==> src/rtl/burst_addr_pkg.sv <==
package burst_addr_pkg;

    typedef enum logic {
        ORD_LINEAR     = 1'b0,
        ORD_INTERLEAVE = 1'b1
    } beat_order_e;

endpackage

==> src/rtl/burst_offset_calc.sv <==
module burst_offset_calc
    import burst_addr_pkg::*;
#(
    parameter int LOW_W = 2
) (
    input  logic [LOW_W-1:0] start_lo,
    input  logic [LOW_W-1:0] beat,
    input  logic             order_sel,
    output logic [LOW_W-1:0] lo_out
);

    logic [LOW_W-1:0] lin_lo;
    logic [LOW_W-1:0] ilv_lo;

    // The sum is kept LOW_W bits wide so that no carry leaves the field.
    assign lin_lo = start_lo + beat;
    assign ilv_lo = start_lo ^ beat;

    always_comb begin
        if (beat_order_e'(order_sel) == ORD_INTERLEAVE) lo_out = ilv_lo;
        else                                            lo_out = lin_lo;
    end

endmodule

==> src/rtl/burst_beat_next.sv <==
module burst_beat_next #(
    parameter int LOW_W = 2
) (
    input  logic             step_en,
    input  logic             start_ld,
    input  logic             beat_adv,
    input  logic [LOW_W-1:0] beat_q,
    output logic [LOW_W-1:0] beat_d
);

    always_comb begin
        beat_d = beat_q;
        if (step_en) begin
            if (start_ld)      beat_d = '0;
            else if (beat_adv) beat_d = beat_q + 1'b1;
        end
    end

endmodule

==> src/rtl/burst_addr_seq.sv <==
module burst_addr_seq #(
    parameter int ADDR_W = 20
) (
    input  logic              clk,
    input  logic              rst_n,
    input  logic              step_en,
    input  logic              start_ld,
    input  logic              beat_adv,
    input  logic              order_sel,
    input  logic [ADDR_W-1:0] ext_addr,
    output logic [ADDR_W-1:0] addr_out,
    output logic [1:0]        beat_idx
);

    localparam int LOW_W  = 2;
    localparam int HIGH_W = ADDR_W - LOW_W;

    typedef struct packed {
        logic [HIGH_W-1:0] upper;
        logic [LOW_W-1:0]  start;
        logic [LOW_W-1:0]  beat;
        logic [ADDR_W-1:0] addr;
    } seq_state_t;

    seq_state_t st_d, st_q;

    logic             take_ld;
    logic [LOW_W-1:0] start_nx;
    logic [LOW_W-1:0] beat_nx;
    logic [LOW_W-1:0] lo_nx;

    assign take_ld  = step_en && start_ld;
    assign start_nx = take_ld ? ext_addr[LOW_W-1:0] : st_q.start;

    burst_beat_next #(.LOW_W(LOW_W)) u_beat (
        .step_en  (step_en),
        .start_ld (start_ld),
        .beat_adv (beat_adv),
        .beat_q   (st_q.beat),
        .beat_d   (beat_nx)
    );

    burst_offset_calc #(.LOW_W(LOW_W)) u_offs (
        .start_lo (start_nx),
        .beat     (beat_nx),
        .order_sel(order_sel),
        .lo_out   (lo_nx)
    );

    always_comb begin
        st_d       = st_q;
        st_d.start = start_nx;
        st_d.beat  = beat_nx;
        if (take_ld) st_d.upper = ext_addr[ADDR_W-1:LOW_W];
        if (step_en) st_d.addr  = {st_d.upper, lo_nx};
    end

    always_ff @(posedge clk or negedge rst_n) begin
        if (!rst_n) st_q <= '0;
        else        st_q <= st_d;
    end

    assign addr_out = st_q.addr;
    assign beat_idx = st_q.beat;

endmodule

==> config.mk <==
export PLATFORM = sky130hd
export DESIGN_NAME = burst_addr_seq
export DESIGN_NICKNAME = d
export VERILOG_FILES = /design/src/rtl/burst_addr_pkg.sv /design/src/rtl/burst_offset_calc.sv /design/src/rtl/burst_beat_next.sv /design/src/rtl/burst_addr_seq.sv
export SDC_FILE = /design/constraint.sdc
export NUM_CORES = 1
export LEC_CHECK = 0
export BUFFER_PORTS_ARGS = -buffer_cell sky130_fd_sc_hd__buf_4
export CORE_ASPECT_RATIO = 1.5
export CORE_MARGIN = 10
export CORE_UTILIZATION = 55
export DETAILED_ROUTE_END_ITERATION = 6
export HOLD_SLACK_MARGIN = 0.08
export PLACE_DENSITY = 0.82
export REMOVE_ABC_BUFFERS = 1
export SYNTH_ARGS = -nofsm -noshare
export SYNTH_HDL_FRONTEND = slang
export SYNTH_SLANG_ARGS = --single-unit
==> constraint.sdc <==
create_clock -name clk -period 4.1 [get_ports clk]
set_input_delay 0.205 -clock clk [delete_from_list [all_inputs] [get_ports clk]]
set_output_delay 0.205 -clock clk [all_outputs]
set_load 0.005 [all_outputs]
==> flow_summary.json, run 1 <==
{
  "drv_cap": 0,
  "critPathBufInv": 1,
  "grt_max_degree": 48,
  "antenna_found_initial": 0,
  "floorplan.die.width_um": 68.9,
  "crit_path_top_delay_cell": "mux2_2",
  "p_leak_nw": 1.07,
  "cts_made_buffers": 5,
  "synth_common_cells": "dfrtp_1, buf_4, a21oi_1, mux2i_1, nor2_1",
  "end_kind": "flip-flop",
  "crit_family": "simple AND/OR/NAND/NOR gates",
  "cts_tree": "done",
  "min_from": "ext_addr[6]",
  "async_flop_share": 1.00,
  "post_cts_resized": 0,
  "wl_per_cell_um": 15.9,
  "worst_pin_slew_ps": 518,
  "r2r_slack_ps": 2430,
  "vias": 1224,
  "grt_use_met2": 0.205,
  "hold_buffers": 1,
  "drc": 0,
  "dieArea_um2": 6440,
  "ir_worst_vdd_mv": 0.296,
  "numPortBuffers": 47,
  "slew_headroom": 0.654,
  "finalMaxSlewViolations": 0,
  "drt_pass1_iterations": 4,
  "antenna_cells": 0,
  "crit_cells": 8,
  "root_buffer": "clkbuf_8",
  "clockBufferDepth": 2,
  "hold_viol_final": 0,
  "setup-tns-final_ps": 0,
  "max_freq_mhz": 489,
  "met3_usage": 0.0490,
  "ios": 48,
  "p_per_area_nw_per_um2": 415,
  "hp-class": "input pin to flip-flop",
  "rr_startpoint": "beat_idx[0]",
  "core_um2": 3450,
  "setup_viol_count_final": 0,
  "num-nets-final": 221,
  "seq_area_frac_synth": 0.532,
  "synth.distinct_cells": 25,
  "worstSkewPairLatency_ps": 290,
  "fin_total_pwr_mw": 0.933,
  "routed_via_density": 5.19,
  "use_met1": 0.131,
  "gr-usage-all-layers": 0.123,
  "rsz0062_at_grt": "false",
  "gr-total-overflow": 0,
  "synth-main-ff-cell": "dfrtp_1",
  "clock-sinks": 42,
  "num_rows": 26,
  "synthToLayoutAreaGrowth_pct": 13.9,
  "crit_fanout": 47,
  "die_h_um": 93.4,
  "crit_required_ps": 4270,
  "syn_avg_cell_area_um2": 11.6,
  "grt_pass1_vias": 1265,
  "post_cts.repair.setup_buffers": 0,
  "post-route-min-period_ps": 2040,
  "cp_cell_sequence": "buf_4 > nand2_2 > mux2_2 > ha_1 > nand2b_1 > nand3_1 > nand4_1 > or3b_1",
  "first_iter_violations": 53,
  "hpwl_mm": 2.73,
  "slowest_delay_ps": 400,
  "drive_gt1_frac": 0.361,
  "synth.cell_area_um2": 1970,
  "synth_cells": 170,
  "grt_pass1_wl_mm": 6.00,
  "synth_seq_cells": 42,
  "synth.area.top_cells": "dfrtp_1, mux2_2, mux2i_1",
  "synth_largest_area_cell": "dfrtp_1",
  "synth-edff-count": 0,
  "synth_top_cell_area_share": 0.532,
  "whs_endpoint": "st_q[28]",
  "finalWirelength_mm": 3.76,
  "grt.busiest_layer": "met2",
  "start_kind": "input pin",
  "yosysMostFrequentCell": "dfrtp_1",
  "skew_ps": 5.39,
  "r2r-end": "addr_out[1]",
  "crit_arrival_ps": 2210,
  "status": "completed",
  "start_util": 0.573,
  "antenna_left": 0,
  "synth_warnings": 0,
  "hold_depth": 2,
  "place_congestion": 0.817,
  "clkTransAtPathRegs_ps": 70,
  "fin_crit_sh": 0.499,
  "htreeDepth": 2,
  "crit_type": "input pin to flip-flop",
  "r2r_cells": 6
}
through the flow:
| stage | setup WS [ps] | utilization | area [µm²] | cells | hold WS (ps) |
|---|---|---|---|---|---|
| global route | 1890 | 0.652 | 2250 | 236 | 138 |
| detailed placement | 1760 | 0.627 | 2160 | 228 | 221 |
| floorplan | 2360 | - | 1760 | 139 | -90.6 |
| global placement | 1860 | 0.627 | 2160 | 228 | 207 |
| finish | 2060 | 0.652 | 2250 | 236 | 145 |
| CTS | 2060 | 0.652 | 2250 | 236 | 133 |
cell families after synthesis:
group	Yosys count	share of synthesized area
buffers and inverters	34	0.116
multiplexers	38	0.205
AND/OR/NAND/NOR	29	0.0678
flip-flops	42	0.532
AO/OA/AOI/OAI	26	0.0723
adder cells (fa/ha/maj)	1	0.00634
layer usage:
metal,routed length (µm),up-vias
li1,-,609
met4,68,0
met2,1930,33
met5,0,-
met3,303,6
met1,1450,576
worst max path at each step:
stage / startpoint / to / slack [ps]
floorplan: start_ld / addr_out[1] / 2360
CTS: step_en / addr_out[1] / 2060
finish: step_en / addr_out[1] / 2060
detailed placement: step_en / addr_out[1] / 1760
global route: step_en / addr_out[1] / 1890
global placement: step_en / addr_out[1] / 1860
layout make-up:
class                   count  area, µm²
repair buffers             48        363
multi-input cells          94        694
clock buffers               7       76.3
fillers                   282       1200
well taps                  42       52.6
flip-flops and latches     42       1050
inverters                   3       11.3
state kept, by name, indices dropped and copies added (netlist names):
signal	cells
addr_out	20
beat_idx	2
st_q	20
worst reg2reg max path, delay by kind of cell (launching register included):
kind                     cells  cell delay (ps)
AND/OR/NAND/NOR              3              500
AO/OA/AOI/OAI                2              430
adder cells (fa/ha/maj)      1              210
flip-flops                   1              410
report_power, final:
| part | switching [mW] | leakage [nW] | internal (mW) | total, mW |
|---|---|---|---|---|
| Clock | 0.122 | 0.0383 | 0.117 | 0.239 |
| Combinational | 0.0780 | 0.548 | 0.108 | 0.186 |
| Sequential | 0.0322 | 0.487 | 0.475 | 0.508 |
| Total | 0.232 | 1.07 | 0.700 | 0.933 |
placed cells by master, fill, tap and decap left out:
cell type / instances
dfrtp_1: 42
o21ai_0: 4
a21boi_0: 1
a21bo_1: 1
clkbuf_1: 2
mux2_1: 3
a21oi_1: 18
dlygate4sd3_1: 1
nor2b_1: 1
nand2b_1: 1
buf_4: 47
ha_1: 1
mux2i_1: 18
inv_1: 3
a21o_1: 1
nand2_1: 2
or3b_1: 1
clkbuf_8: 5
nor2_1: 18
nand3_1: 3
nand2_2: 1
nand4_1: 1
mux2_2: 17
and4b_1: 1
a211oi_1: 1
Power figures use the tool's default switching activity.
==> run 2: changes to the inputs <==
Settings changed: ABC_AREA set to 1, CORE_UTILIZATION 55 to 46, PLACE_DENSITY 0.82 to 0.74.
Clock period 4.1 ns to 1.88 ns, I/O delays scaled along.
==> flow_summary.json, run 2 <==
{
  "status": "completed",
  "synth-main-ff-cell": "dfrtp_1",
  "worstSkewPairLatency_ps": 280,
  "hold_viol_final": 0,
  "gr-total-overflow": 0,
  "mostFrequentLayoutCells": "nand2_1, buf_4, dfrtp_1",
  "seq_area_frac_synth": 0.575,
  "synth_cells": 201,
  "finalWirelength_mm": 3.85,
  "final_common_cell": "nand2_1",
  "synth.distinct_cells": 15,
  "synthToLayoutAreaGrowth_pct": 29.8,
  "die_h_um": 97.2,
  "floorplan.die.width_um": 71.5,
  "setup_viol_count_final": 0,
  "max_freq_mhz": 689,
  "worst_pin_slew_ps": 528,
  "crit_fanout": 4,
  "core_um2": 3890,
  "ios": 48,
  "post-route-min-period_ps": 1450,
  "first_iter_violations": 86,
  "synth_common_cells": "nand2_1, dfrtp_1, buf_4",
  "clockBufferDepth": 2,
  "antenna_found_initial": 0,
  "crit_type": "flip-flop to flip-flop",
  "drv_cap": 0,
  "crit_path_top_delay_cell": "dfrtp_1",
  "vias": 1386,
  "synth_seq_cells": 42,
  "skew_ps": 4.15,
  "critPathBufInv": 1,
  "num-nets-final": 274,
  "crit_required_ps": 2060,
  "grt_pass1_wl_mm": 6.50,
  "drt_pass1_iterations": 4,
  "finalMaxSlewViolations": 0,
  "routed_via_density": 4.73,
  "synth.cell_area_um2": 1830,
  "antenna_cells": 0,
  "slowest_delay_ps": 420,
  "cp_cell_sequence": "nand3_1 > nand2_1 > nor2_1 > ha_1 > inv_1 > nor2_1 > nand3_1 > nand2_1 > nand2_1 > nand3_1 > nand2_1",
  "crit_family": "simple AND/OR/NAND/NOR gates",
  "p_leak_nw": 1.24,
  "slew_headroom": 0.648,
  "grt_max_degree": 43,
  "drive_gt1_frac": 0.238,
  "htreeDepth": 2,
  "start_kind": "flip-flop",
  "end_kind": "flip-flop",
  "preCtsSetupSlack_ps": 418,
  "place_congestion": 0.724,
  "grt_pass1_vias": 1427,
  "start_util": 0.470,
  "hp-class": "input pin to flip-flop",
  "seqCellArea_um2": 1050,
  "root_buffer": "clkbuf_8",
  "synth-edff-count": 0,
  "async_flop_share": 1.00,
  "num_rows": 28,
  "nFillCells": 346,
  "clkTransAtPathRegs_ps": 80,
  "crit_arrival_ps": 1630,
  "postLayoutSetupSlackWorst_ps": 428,
  "gr-usage-all-layers": 0.113,
  "synth_largest_area_cell": "dfrtp_1",
  "post_cts_resized": 0,
  "multi_input_area_um2": 524,
  "numPortBuffers": 47,
  "holdWs_ps": 109,
  "yosysMostFrequentCell": "nand2_1",
  "synth.area.top_cells": "dfrtp_1, nand2_1, buf_4",
  "wl_per_cell_um": 13.1,
  "dieArea_um2": 6950,
  "p_per_area_nw_per_um2": 972,
  "rsz0062_at_grt": "false",
  "cts_made_buffers": 5,
  "synth_warnings": 0,
  "clock-sinks": 42,
  "ir_worst_vdd_mv": 0.828,
  "syn_avg_cell_area_um2": 9.10,
  "antenna_left": 0,
  "drc": 0,
  "cts_tree": "done",
  "setup-tns-final_ps": 0,
  "synth_top_cell_area_share": 0.575,
  "cpMostUsedCell": "nand2_1",
  "fin_crit_sh": 0.772,
  "hpwl_mm": 2.54
}
==> run 2: timing repair <==
item                       in CTS  in global routing
setup buffers                   0                  0
hold buffers                   20                  0
hold endpoints to repair       70                  0
setup endpoints to repair       0                  0
==> run 2: where the power goes <==
| part | leakage, nW | switching [mW] | internal [mW] |
|---|---|---|---|
| logic | 0.667 | 0.186 | 0.210 |
| clock network | 0.0683 | 0.303 | 0.532 |
| registers | 0.506 | 0.0538 | 1.02 |
| total | 1.24 | 0.543 | 1.76 |
==> run 2: path summary, 6_finish.rpt <==
path | end | startpoint | slack [ps] | cells past startpoint
worst max-delay path | addr_out[1] | beat_idx[0] | 430 | 11
worst min-delay path | st_q[23] | ext_addr[1] | 110 | 3
min in group asynchronous | addr_out[15] | rst_n | 320 | 2
worst min register to register | st_q[25] | st_q[25] | 480 | 2
worst max register to register | addr_out[1] | beat_idx[0] | 430 | 11
max in group asynchronous | st_q[38] | rst_n | 1180 | 2
==> run 2: tightest hold or removal path: cells and delay by family <==
family	cells	cell delay, ps
buf+inv	1	80
simple gates	2	190
==> run 2: kinds of logic after synthesis <==
kind of cell / after synthesis / share of synthesized area
simple gates: 100 / 0.215
fa+ha+maj: 1 / 0.00684
flops: 42 / 0.575
compound gates: 19 / 0.0643
buf+inv: 39 / 0.139
==> run 2: area by class of cell <==
| class | count | area share |
|---|---|---|
| flip-flops and latches | 42 | 0.443 |
| inverters | 9 | 0.0153 |
| repair buffers | 69 | 0.239 |
| well taps | 45 | 0.0237 |
| multi-input cells | 120 | 0.221 |
| clock buffers | 5 | 0.0290 |
| clock inverters | 3 | 0.0290 |
==> run 2: through the flow <==
step,utilization,area [µm²],power [mW],std cells
3_3_place_gp,0.523,2040,1.46,265
2_1_floorplan,-,1610,1.24,171
4_1_cts,0.610,2370,2.34,293
3_5_place_dp,0.523,2040,1.46,265
5_1_grt,0.610,2370,2.43,293
6_report,0.610,2370,2.31,293
==> run 2: per-layer routing <==
metal | part of all wire | track usage | wire length [µm] | vias up
li1 | - | - | - | 711
met1 | 0.43 | 0.128 | 1660 | 641
met2 | 0.49 | 0.183 | 1900 | 30
met3 | 0.063 | 0.0429 | 241 | 4
met4 | 0.012 | 0.0433 | 47 | 0
met5 | 0 | 0 | 0 | -
